`src/rtl/capt_evt_pkg.sv`:
```
package capt_evt_pkg;

  localparam int unsigned N_EVT   = 6;
  localparam int unsigned SEL_W   = 3;
  localparam int unsigned SRC_W   = N_EVT + 1;
  localparam int unsigned SW_BIT  = N_EVT;

  typedef logic [SEL_W-1:0] sel_t;

  localparam sel_t LINK_NONE = 3'd0;
  localparam sel_t LINK_RSVD = 3'd7;
  localparam sel_t CAPT_NONE = 3'd0;
  localparam sel_t CAPT_SW   = 3'd7;

endpackage

```
`src/rtl/evt_cfg_store.sv`:
```
module evt_cfg_store
  import capt_evt_pkg::*;
#(
  parameter int unsigned          NUM_MON   = 8,
  parameter logic [NUM_MON-1:0]   CAPT_MASK = '1,
  localparam int unsigned         IDX_W     = (NUM_MON > 1) ? $clog2(NUM_MON) : 1
) (
  input  logic             clk,
  input  logic             rst_n,
  input  logic             wr_en,
  input  logic [IDX_W-1:0] wr_idx,
  input  sel_t             wr_link,
  input  sel_t             wr_capt,
  output sel_t             link_q [NUM_MON],
  output sel_t             capt_q [NUM_MON]
);

  sel_t link_d [NUM_MON];
  sel_t capt_d [NUM_MON];
  logic [NUM_MON-1:0] hit;

  always_comb begin
    for (int m = 0; m < NUM_MON; m++) begin
      hit[m]    = wr_en && ({1'b0, wr_idx} == (IDX_W+1)'(m));
      link_d[m] = link_q[m];
      capt_d[m] = capt_q[m];
      if (hit[m]) begin
        link_d[m] = wr_link;
        capt_d[m] = CAPT_MASK[m] ? wr_capt : CAPT_NONE;
      end
    end
  end

  generate
    for (genvar g = 0; g < NUM_MON; g++) begin : g_slot
      always_ff @(posedge clk or negedge rst_n) begin
        if (!rst_n) begin
          link_q[g] <= LINK_NONE;
          capt_q[g] <= CAPT_NONE;
        end else if (hit[g]) begin
          link_q[g] <= link_d[g];
          capt_q[g] <= capt_d[g];
        end
      end

      AST_LINK_STORED: assert property (@(posedge clk) disable iff (!rst_n)
        (wr_en && {1'b0, wr_idx} == (IDX_W+1)'(g)) |=> (link_q[g] == $past(wr_link)));

      if (!CAPT_MASK[g]) begin : g_nocapt
        AST_NOCAPT_ZERO: assert property (@(posedge clk) disable iff (!rst_n)
          (wr_en && {1'b0, wr_idx} == (IDX_W+1)'(g)) |=> (capt_q[g] == CAPT_NONE));
      end
    end
  endgenerate

endmodule

```
`src/rtl/evt_combine.sv`:
```
module evt_combine
  import capt_evt_pkg::*;
#(
  parameter int unsigned      NUM_MON  = 8,
  parameter logic [SRC_W-1:0] SRC_IMPL = '1
) (
  input  logic               clk,
  input  logic               rst_n,
  input  logic [NUM_MON-1:0] ovf,
  input  sel_t               link [NUM_MON],
  input  logic [N_EVT-1:0]   ext,
  output logic [N_EVT-1:0]   evt
);

  logic [N_EVT-1:0] raw;

  always_comb begin
    raw = ext;
    for (int m = 0; m < NUM_MON; m++) begin
      for (int n = 1; n <= N_EVT; n++) begin
        if (ovf[m] && (link[m] == sel_t'(n))) raw[n-1] = 1'b1;
      end
    end
    evt = raw & SRC_IMPL[N_EVT-1:0];
  end

  logic linked_any;
  always_comb begin
    linked_any = 1'b0;
    for (int m = 0; m < NUM_MON; m++)
      if (ovf[m] && link[m] != LINK_NONE && link[m] != LINK_RSVD) linked_any = 1'b1;
  end

  AST_QUIET_LINKS: assert property (@(posedge clk) disable iff (!rst_n)
    (ext == '0 && !linked_any) |-> (evt == '0));

endmodule

```
`src/rtl/capt_decode.sv`:
```
module capt_decode
  import capt_evt_pkg::*;
#(
  parameter int unsigned        NUM_MON   = 8,
  parameter int unsigned        SEC_W     = 2,
  parameter logic [NUM_MON-1:0] CAPT_MASK = '1,
  parameter logic [SRC_W-1:0]   SRC_IMPL  = '1
) (
  input  logic               clk,
  input  logic               rst_n,
  input  logic [N_EVT-1:0]   evt,
  input  logic               sw_we,
  input  logic [SEC_W-1:0]   sw_sec,
  input  logic [SEC_W-1:0]   mon_sec [NUM_MON],
  input  sel_t               capt_sel [NUM_MON],
  output logic [NUM_MON-1:0] capt_q
);

  logic [NUM_MON-1:0] capt_d;

  always_comb begin
    for (int m = 0; m < NUM_MON; m++) begin
      capt_d[m] = 1'b0;
      if (capt_sel[m] == CAPT_SW) begin
        capt_d[m] = sw_we && SRC_IMPL[SW_BIT] && (sw_sec == mon_sec[m]);
      end else begin
        for (int n = 1; n <= N_EVT; n++)
          if (capt_sel[m] == sel_t'(n)) capt_d[m] = evt[n-1];
      end
      capt_d[m] = capt_d[m] && CAPT_MASK[m];
    end
  end

  always_ff @(posedge clk or negedge rst_n) begin
    if (!rst_n) capt_q <= '0;
    else        capt_q <= capt_d;
  end

  generate
    for (genvar g = 0; g < NUM_MON; g++) begin : g_chk
      AST_SEL_NONE_QUIET: assert property (@(posedge clk) disable iff (!rst_n)
        (capt_sel[g] == CAPT_NONE) |=> !capt_q[g]);
      AST_SW_TAG_MATCH: assert property (@(posedge clk) disable iff (!rst_n)
        (capt_sel[g] == CAPT_SW && !(sw_we && sw_sec == mon_sec[g])) |=> !capt_q[g]);
      if (CAPT_MASK[g]) begin : g_sup
        AST_EVT_FOLLOW: assert property (@(posedge clk) disable iff (!rst_n)
          (capt_sel[g] != CAPT_NONE && capt_sel[g] != CAPT_SW && evt[capt_sel[g] - 3'd1])
          |=> capt_q[g]);
      end
    end
  endgenerate

endmodule

```
`src/rtl/capt_evt_router.sv`:
```
module capt_evt_router
  import capt_evt_pkg::*;
#(
  parameter int unsigned        NUM_MON   = 8,
  parameter int unsigned        SEC_W     = 2,
  parameter logic [NUM_MON-1:0] CAPT_MASK = 8'b0111_1111,
  parameter logic [6:0]         SRC_IMPL  = 7'b101_1111,
  localparam int unsigned       IDX_W     = (NUM_MON > 1) ? $clog2(NUM_MON) : 1
) (
  input  logic                     clk,
  input  logic                     rst_n,
  input  logic                     cfg_we,
  input  logic [IDX_W-1:0]         cfg_idx,
  input  logic [2:0]               cfg_link,
  input  logic [2:0]               cfg_capt,
  input  logic [IDX_W-1:0]         rd_idx,
  output logic [2:0]               rd_link,
  output logic [2:0]               rd_capt,
  input  logic [NUM_MON*SEC_W-1:0] mon_sec_i,
  input  logic [NUM_MON-1:0]       ovf_i,
  input  logic [5:0]               ext_evt_i,
  input  logic                     sw_capt_we,
  input  logic [SEC_W-1:0]         sw_capt_sec,
  output logic [NUM_MON-1:0]       capt_o
);

  sel_t             link_q  [NUM_MON];
  sel_t             capt_q  [NUM_MON];
  logic [SEC_W-1:0] mon_sec [NUM_MON];
  logic [N_EVT-1:0] evt;

  generate
    for (genvar g = 0; g < NUM_MON; g++) begin : g_sec
      assign mon_sec[g] = mon_sec_i[g*SEC_W +: SEC_W];
    end
  endgenerate

  evt_cfg_store #(.NUM_MON(NUM_MON), .CAPT_MASK(CAPT_MASK)) u_cfg (
    .clk(clk), .rst_n(rst_n), .wr_en(cfg_we), .wr_idx(cfg_idx),
    .wr_link(cfg_link), .wr_capt(cfg_capt), .link_q(link_q), .capt_q(capt_q)
  );

  evt_combine #(.NUM_MON(NUM_MON), .SRC_IMPL(SRC_IMPL)) u_comb (
    .clk(clk), .rst_n(rst_n), .ovf(ovf_i), .link(link_q), .ext(ext_evt_i), .evt(evt)
  );

  capt_decode #(.NUM_MON(NUM_MON), .SEC_W(SEC_W), .CAPT_MASK(CAPT_MASK),
                .SRC_IMPL(SRC_IMPL)) u_dec (
    .clk(clk), .rst_n(rst_n), .evt(evt), .sw_we(sw_capt_we), .sw_sec(sw_capt_sec),
    .mon_sec(mon_sec), .capt_sel(capt_q), .capt_q(capt_o)
  );

  always_comb begin
    rd_link = LINK_NONE;
    rd_capt = CAPT_NONE;
    if ({1'b0, rd_idx} < (IDX_W+1)'(NUM_MON)) begin
      rd_link = link_q[rd_idx];
      rd_capt = capt_q[rd_idx];
    end
  end

  AST_IDLE_NO_CAPT: assert property (@(posedge clk) disable iff (!rst_n)
    (ovf_i == '0 && ext_evt_i == '0 && !sw_capt_we) |=> (capt_o == '0));

endmodule

```
`config.mk`:
```
export PLATFORM = sky130hd
export DESIGN_NAME = capt_evt_router
export DESIGN_NICKNAME = d
export VERILOG_FILES = /design/src/rtl/capt_evt_pkg.sv /design/src/rtl/evt_cfg_store.sv /design/src/rtl/evt_combine.sv /design/src/rtl/capt_decode.sv /design/src/rtl/capt_evt_router.sv
export SDC_FILE = /design/constraint.sdc
export NUM_CORES = 1
export LEC_CHECK = 0
export BUFFER_PORTS_ARGS = -buffer_cell sky130_fd_sc_hd__clkbuf_2
export CAP_MARGIN = 30
export CORE_ASPECT_RATIO = 0.75
export CORE_MARGIN = 5
export CORE_UTILIZATION = 29
export CTS_CLUSTER_DIAMETER = 200
export DETAILED_ROUTE_END_ITERATION = 16
export GPL_TIMING_DRIVEN = 0
export HOLD_SLACK_MARGIN = 0.1
export MAX_ROUTING_LAYER = met4
export PLACE_DENSITY = 0.51
export SYNTH_ARGS = -nofsm -noshare
export SYNTH_HDL_FRONTEND = slang
export SYNTH_SLANG_ARGS = --single-unit
```
`constraint.sdc`:
```
create_clock -name clk -period 1.6 [get_ports clk]
set_input_delay 0.24 -clock clk [delete_from_list [all_inputs] [get_ports clk]]
set_output_delay 0.24 -clock clk [all_outputs]
set_load 0.005 [all_outputs]
```
# --- Yosys cells after proc, flatten, opt, wreduce, memory -nomap -nowiden ---
# Cells that the tools add are included.
op_classes:
  magnitude_cmp: 1
  n_eq_ne: 103
  mux: 95
  bitwise: 1
  n_reduce_logical: 56
ops:
  columns: ["op", "n"]
  rows:
  - ["$eq 3x3->1 const B", 48]
  - ["$eq 3x2->1 const B", 32]
  - ["$mux 1", 89]
  - ["$logic_and 1x1->1", 55]
  - ["$eq 3x1->1 const B", 16]
  - ["$bmux 3 s3", 2]
  - ["$eq 2x2->1", 7]
  - ["$mux 3", 4]
  - ["$ge 4x4->1 const B", 1]
  - ["$not 3->4", 1]
  - ["$logic_not 3->1", 1]
word_totals:
  register_bits: 52
  input_bits: 48
  out_inout_bits: 14
  word_cells: 272

# --- Logic depth before layout (Yosys ltp) ---
# Gate-level depths: netlist of run 1.
depth:
  depth_word: 17
  mapped_depth: 5

# --- By module ---
# A second synthesis of run 1 with hierarchy kept.
unflattened:
  cells_unflattened: 266
  area_unflattened_um2: 3464.6
by_module_without_submodules:
  columns: ["mod", "n_inst", "cells_each", "area_per_inst_um2"]
  rows:
  - ["evt_cfg_store", 1, 109, 1789.2]
  - ["capt_decode", 1, 75, 783.3]
  - ["evt_combine", 1, 61, 490.5]
  - ["capt_evt_router", 1, 21, 401.6]

# --- Least setup slack after synthesis of run 1 ---
# No wires, ideal clock.
synth_path:
  path_type: "in2out"
  startpoint: "input rd_idx[0]"
  endpoint: "output rd_link[2]"
  arrival_ps: 1284
  setup_slack_ps: 76
  stages: 3
  path_cell_list: "buf_2 -> mux4_1 -> mux2_2"
synth_via:
  elab_chain_cells: 4
synth_lines:
  columns: ["element", "line_no", "source"]
  rows:
  - ["start: declaration", "capt_evt_router.sv:16", "input logic [IDX_W-1:0] rd_idx,"]
  - ["$not 3->4 (implied by the code)", "capt_evt_router.sv:57", "rd_link = link_q[rd_idx];"]
  - ["$bmux 3 s3", "capt_evt_router.sv:57", null]
  - ["$mux 3 (implied by the code) (2 in series)", "capt_evt_router.sv:57", null]
  - ["end: declaration", "capt_evt_router.sv:17", "output logic [2:0] rd_link,"]
# No other way between the ends. The select of a mux whose other input is x is not followed.

# --- Worst setup path after layout of run 1 ---
layout_path:
  startpoint: "register u_cfg.link_q[19] (netlist bit)"
  endpoint: "output rd_link[1]"
layout_via:
  elab_chain_cells: 3
layout_lines:
  columns: ["element", "line_no", "source"]
  rows:
  - ["start: declaration", "evt_cfg_store.sv:14", "output sel_t link_q [NUM_MON],"]
  - ["start signal: indexed assignment", "evt_cfg_store.sv:41", "link_q[g] <= link_d[g];"]
  - ["$bmux 3 s3", "capt_evt_router.sv:57", null]
  - ["$mux 3 (implied by the code) (2 in series)", "capt_evt_router.sv:57", null]
# No other way between the ends. The select of a mux whose other input is x is not followed.

==> results_dict.tcl, run 1 <==
set metrics [dict create \
    utilization_pct 39.20 \
    cts_num_sinks 52 \
    cts_made_buffers 5 \
    status "finished with violations" \
    core_mm2 0.01170 \
    syn_area_per_cell_um2 11.05 \
    synth-async-reset-ratio_pct 100.0 \
    hp-class "in2reg" \
    areaGrowthSynthToFinish_pct 30.89 \
    hpwl_mm 7.955 \
    violations "negative setup slack" \
    arrival_ps 1610 \
    root_buffer "clkbuf_16" \
    postRouteWirelength_mm 10.92 \
    grt_pass1_wl_mm 17.22 \
    max-vdd-ir-drop_mv 0.4887 \
    relSlewSlack_pct 52.18 \
    tightest_slew_ps 713.3 \
    hold_viol_final 0 \
    drtPass1Iterations 4 \
    ys_top_cells_by_area "dfrtp_1, mux2_2, nand4b_1" \
    fin_ws_ps -252.8 \
    synth_flop_cell "dfrtp_1" \
    vias 3023 \
    slew_violations 0 \
    drv_cap 0 \
    synth_edf_count 0 \
    leakage_uw 0.001863 \
    critPathKind "reg2out" \
    synth.distinct_cells 49 \
    grt_overflow 0 \
    dieHeight_um 105.2 \
    ios 62 \
    hold_slack_ps 307.6 \
    syn_nets 365 \
    dieArea_mm2 0.01440 \
    cts_buffer_depth 2 \
    grt_usage_pct 15.96 \
    wl_per_cell_um 19.09 \
    worstSetupStartpointType "flip-flop" \
    port_buffers 51 \
    die_x_um 136.9 \
    antenna_found_initial 0 \
    synth_seq_cells 52 \
    ys_warn_count 0 \
    layout.nets 457 \
    initial_core_util_pct 29.95 \
    gp_routability_congestion 0.8775 \
    setup_viol 13 \
    rows 34 \
    ys_seq_area_share_pct 37.14 \
    drive_above_1_share_pct 50.49 \
    fmax_mhz 539.7 \
    path_clk_slew_ps 70 \
    final_cells 572 \
    via_per_inst 5.285 \
    finalWorstPathRequiredPeriod_ps 1853 \
    htree_levels 2 \
    critPathMaxFanout 7 \
    final_cell_mix "clkbuf_2, mux2_2, dfrtp_1" \
    ant_nets 0 \
    fin_crit_sh_pct 115.8 \
    cts_tree "done" \
    grt_max_degree 29 \
    grt_setup_unrepaired "yes" \
    syn_area_mm2 0.003503 \
    synth_top_cell_area_share_pct 37.14 \
    cp.required_ps 1360 \
    layout.cells.most_common "clkbuf_2" \
    clk_latency_ps 290 \
    synth_top_area_cell "dfrtp_1" \
    n_antenna_cell 0 \
    p_per_area_mw_per_mm2 1167 \
    fin_setup_tns_ps -2243 \
    drt_iter0_drc 136 \
    synthCells 317 \
    p_total_uw 5350 \
    drc 0 \
    skew_ps 8.231 \
    end_kind "output pin" \
    grt_pass1_vias 2933 \
    post-place-cells 531 \
]
==> cell usage after synthesis, drive strengths merged, types with 6 or more instances <==
cell    count
xor2       14
nand3      11
mux4        9
o221ai      7
nand2      22
nand4b     19
a31oi      13
and4bb     12
inv        16
a21oi       7
or4         6
nor2       20
dfrtp      52
o21ai       9
mux2       39
o211ai     12
==> through the flow <==
step | setup slack (ps) | cell area, um^2
floorplan | 75.67 | 3503
global placement | -365.7 | 3961
detailed placement | -351.6 | 3981
CTS | -251.2 | 4482
global route | -282.6 | 4586
finish | -252.8 | 4586
==> sequential cells by signal, summed over array words and instances, names as in the netlist <==
name	cells
u_cfg.capt_q	21
u_cfg.link_q	24
u_dec.capt_q	7
==> path summary, 6_finish.rpt <==
kind | from | endpoint | slack, ps | depth (start not counted)
min in group asynchronous | rst_n | u_cfg.link_q[21]$_DFFE_PN0P_ | 520 | 2
setup reg to reg | u_cfg.link_q[20]$_DFFE_PN0P_ | u_dec.capt_q[5]$_DFF_PN0_ | -190 | 5
max in group asynchronous | rst_n | u_cfg.link_q[16]$_DFFE_PN0P_ | 490 | 3
hold / removal | cfg_capt[2] | u_cfg.capt_q[17]$_DFFE_PN0P_ | 310 | 3
hold reg to reg | u_cfg.link_q[13]$_DFFE_PN0P_ | u_cfg.link_q[13]$_DFFE_PN0P_ | 560 | 1
setup / recovery | u_cfg.link_q[19]$_DFFE_PN0P_ | rd_link[1] | -250 | 3
==> layout make-up <==
cell class	count	area, um^2
buffer	9	47.55
clock buffer	7	152.6
clock inverter	1	30.03
fill	1174	7113
inverter	16	60.06
multi-input combinational	239	2201
sequential	52	1326
tap	162	202.7
timing repair buffer	86	565.5
==> repair_timing <==
item / in CTS / in global routing
hold buffers: 1 / 0
hold endpoints to repair: 24 / 0
gates resized for setup: 31 / 15
pin swaps: 4 / 6
setup buffers: 26 / 7
setup endpoints to repair: 13 / 13
==> where the power goes <==
part / internal [uW] / switching (uW)
Clock: 825 / 479
Combinational: 1090 / 957
Sequential: 1660 / 341
Total: 3570 / 1780
==> metal layers <==
| layer | track usage, % | share of wire, % |
|---|---|---|
| met3 | 1.873 | 5.1 |
| met1 | 23.27 | 47 |
| met4 | 2.920 | 1.3 |
| met2 | 24.09 | 46 |
| met5 | - | 0 |
==> worst max-delay path, cell delays in order (launching register included) <==
cell and delay (ps):
dfrtp_1 440, mux4_2 490, mux2_4 290, clkbuf_2 110
==> cell families (layout without fill, tap and decap cells) <==
group | after synthesis | count (layout) | share of synthesized area, %
AND/OR/NAND/NOR | 117 | 117 | 23.82
AO/OA/AOI/OAI | 56 | 56 | 12.82
flip-flops | 52 | 52 | 37.14
multiplexers | 51 | 51 | 19.39
buffers and inverters | 26 | 119 | 3.214
XOR/XNOR | 14 | 14 | 3.500
other | 1 | 1 | 0.1070
No activity file was read; power rests on OpenSTA's default activity.
==> run 2: changes to the inputs <==
--- a/config.mk
+++ b/config.mk
@@ -10,3 +10,3 @@
 export CORE_ASPECT_RATIO = 0.75
-export CORE_MARGIN = 5
+export CORE_MARGIN = 2
 export CORE_UTILIZATION = 29
@@ -18,2 +18,3 @@
 export PLACE_DENSITY = 0.51
+export SLEW_MARGIN = 30
 export SYNTH_ARGS = -nofsm -noshare
==> constraint.sdc (replaced) <==
create_clock -name clk -period 1.6 [get_ports clk]
set_input_delay 0.16 -clock clk [delete_from_list [all_inputs] [get_ports clk]]
set_output_delay 0.16 -clock clk [all_outputs]
set_load 0.005 [all_outputs]
==> results_dict.tcl, run 2 (synthesis results as in run 1) <==
set metrics [dict create \
    dieArea_mm2 0.01298 \
    hp-class "in2reg" \
    final_cell_mix "clkbuf_2, mux2_2, dfrtp_2" \
    die_x_um 130.9 \
    hpwl_mm 7.737 \
    internal_power_uw 3480 \
    grt_setup_unrepaired "yes" \
    cts_num_sinks 52 \
    via_per_inst 5.315 \
    rows 34 \
    drtPass1Iterations 4 \
    p_sw_uw 1763 \
    layout.cells.most_common "clkbuf_2" \
    largest_reg_flops 24 \
    drv_cap 0 \
    place_area_mm2 0.003964 \
    p_clk_share_pct 25.1 \
    n_antenna_cell 0 \
    reg_top3 "u_cfg.link_q: 24 flops, u_cfg.capt_q: 21 flops, u_dec.capt_q: 7 flops" \
    ant_nets 0 \
    antenna_found_initial 0 \
    hold_slack_ps 223.0 \
    seq_power_share_pct 38.9 \
    layout.nets 444 \
    finalWorstPathRequiredPeriod_ps 1791 \
    skew_ps 8.412 \
    swShare_pct 33.62 \
    fin_ws_ps -191.3 \
    postRouteWirelength_mm 10.85 \
    cts_buffer_depth 2 \
    cts_tree "done" \
    port_buffers 51 \
    cp.required_ps 1750 \
    post-place-cells 530 \
    ios 62 \
    initial_core_util_pct 29.95 \
    status "finished with violations" \
    grt_overflow 0 \
    top_register "u_cfg.link_q" \
    slew_violations 0 \
    drc 0 \
    grt_pass1_wl_mm 16.76 \
    setup_viol 13 \
    pre_cts_slack_ps -324.5 \
    critPathKind "reg2reg" \
    power.share.combinational_pct 36.1 \
    p_per_area_mw_per_mm2 1176 \
    vias 2971 \
    tightest_slew_ps 789.7 \
    critPathMaxFanout 7 \
    fillers 1160 \
    max-vdd-ir-drop_mv 0.4144 \
    drive_above_1_share_pct 50.38 \
    hold_viol_final 0 \
    final_cell_area_mm2 0.004458 \
    leakage_uw 0.001779 \
    wl_per_cell_um 19.42 \
    fmax_mhz 558.2 \
    final_cells 559 \
    arrival_ps 1940 \
    core_mm2 0.01170 \
    grt_max_degree 53 \
    relSlewSlack_pct 47.07 \
    cts_made_buffers 5 \
    clk_latency_ps 290 \
    multiInputGateArea_mm2 0.002196 \
    fin_crit_sh_pct 112.0 \
    drt_iter0_drc 305 \
    grt_usage_pct 17.68 \
    seq_area_mm2 0.001335 \
    dieHeight_um 99.19 \
    end_kind "flip-flop" \
    worstSetupStartpointType "flip-flop" \
    grt_pass1_vias 2877 \
    root_buffer "clkbuf_16" \
    gp_routability_congestion 0.8917 \
    violations "negative setup slack" \
    htree_levels 2 \
    areaGrowthSynthToFinish_pct 27.25 \
    path_clk_slew_ps 70 \
]
## run 2: changes by cell type in the layout (fill, tap and decap cells not counted), moves of 3 or more
cell and change:
buf_6 -3, dfrtp_2 +7, dfrtp_1 -7, buf_4 -8
## run 2: what timing repair did
item | 4_1_cts | 5_1_grt
pin swaps | 4 | 4
setup endpoints to repair | 13 | 13
hold endpoints to repair | 52 | 0
hold buffers | 1 | 0
buffers inserted | 12 | 9
gates resized for setup | 30 | 20
## run 2: area by class of cell
cell class / count / share of cell area (%)
Sequential cell: 52 / 29.95
Clock inverter: 1 / 0.6736
Multi-Input combinational cell: 239 / 49.26
Timing Repair Buffer: 73 / 9.823
Clock buffer: 7 / 3.424
Inverter: 16 / 1.347
Tap cell: 162 / 4.547
Buffer: 9 / 0.9823
## run 2: worst paths after layout
| path | from | to | slack, ps | cells past startpoint |
|---|---|---|---|---|
| min | cfg_capt[1] | u_cfg.capt_q[16]$_DFFE_PN0P_ | 220 | 3 |
| max reg2reg | u_cfg.link_q[18]$_DFFE_PN0P_ | u_dec.capt_q[5]$_DFF_PN0_ | -190 | 5 |
| min in group asynchronous | rst_n | u_dec.capt_q[0]$_DFF_PN0_ | 510 | 2 |
| max | u_cfg.link_q[18]$_DFFE_PN0P_ | u_dec.capt_q[5]$_DFF_PN0_ | -190 | 5 |
| min reg2reg | u_cfg.capt_q[12]$_DFFE_PN0P_ | u_cfg.capt_q[12]$_DFFE_PN0P_ | 540 | 1 |
| max in group asynchronous | rst_n | u_cfg.link_q[6]$_DFFE_PN0P_ | 550 | 2 |
## run 2: through the flow
step	TNS (ps)	power (uW)	utilization (%)
5_1_grt	-2654	5555	38.11
2_1_floorplan	0	2991	-
3_3_place_gp	-2522	3563	33.86
3_5_place_dp	-2700	3593	33.88
4_1_cts	-1921	5135	37.10
6_report	-1912	5243	38.11
## run 2: metal layers
metal | vias up | GRT usage (%) | wire length, um
met5 | - | - | 0
met4 | 0 | 3.846 | 161
met3 | 13 | 2.313 | 606
met2 | 79 | 26.12 | 4940
met1 | 1499 | 25.88 | 5145
li1 | 1380 | - | -
## run 2: worst max-delay path: stages, from the launching register on
cell and delay (ps):
dfrtp_2 450, and4bb_4 240, a2111oi_4 390, nand3_4 220
o221ai_2 210, o211ai_1 140
## run 2: power by group through the flow
stage | clock, uW | sequential, uW | combinational (uW)
after CTS | 1340 | 2030 | 1760
after global placement | 0 | 2050 | 1520
after detailed placement | 0 | 2060 | 1540
after global routing | 1400 | 2090 | 2060
final | 1310 | 2040 | 1890
after floorplan | 0 | 1930 | 1060
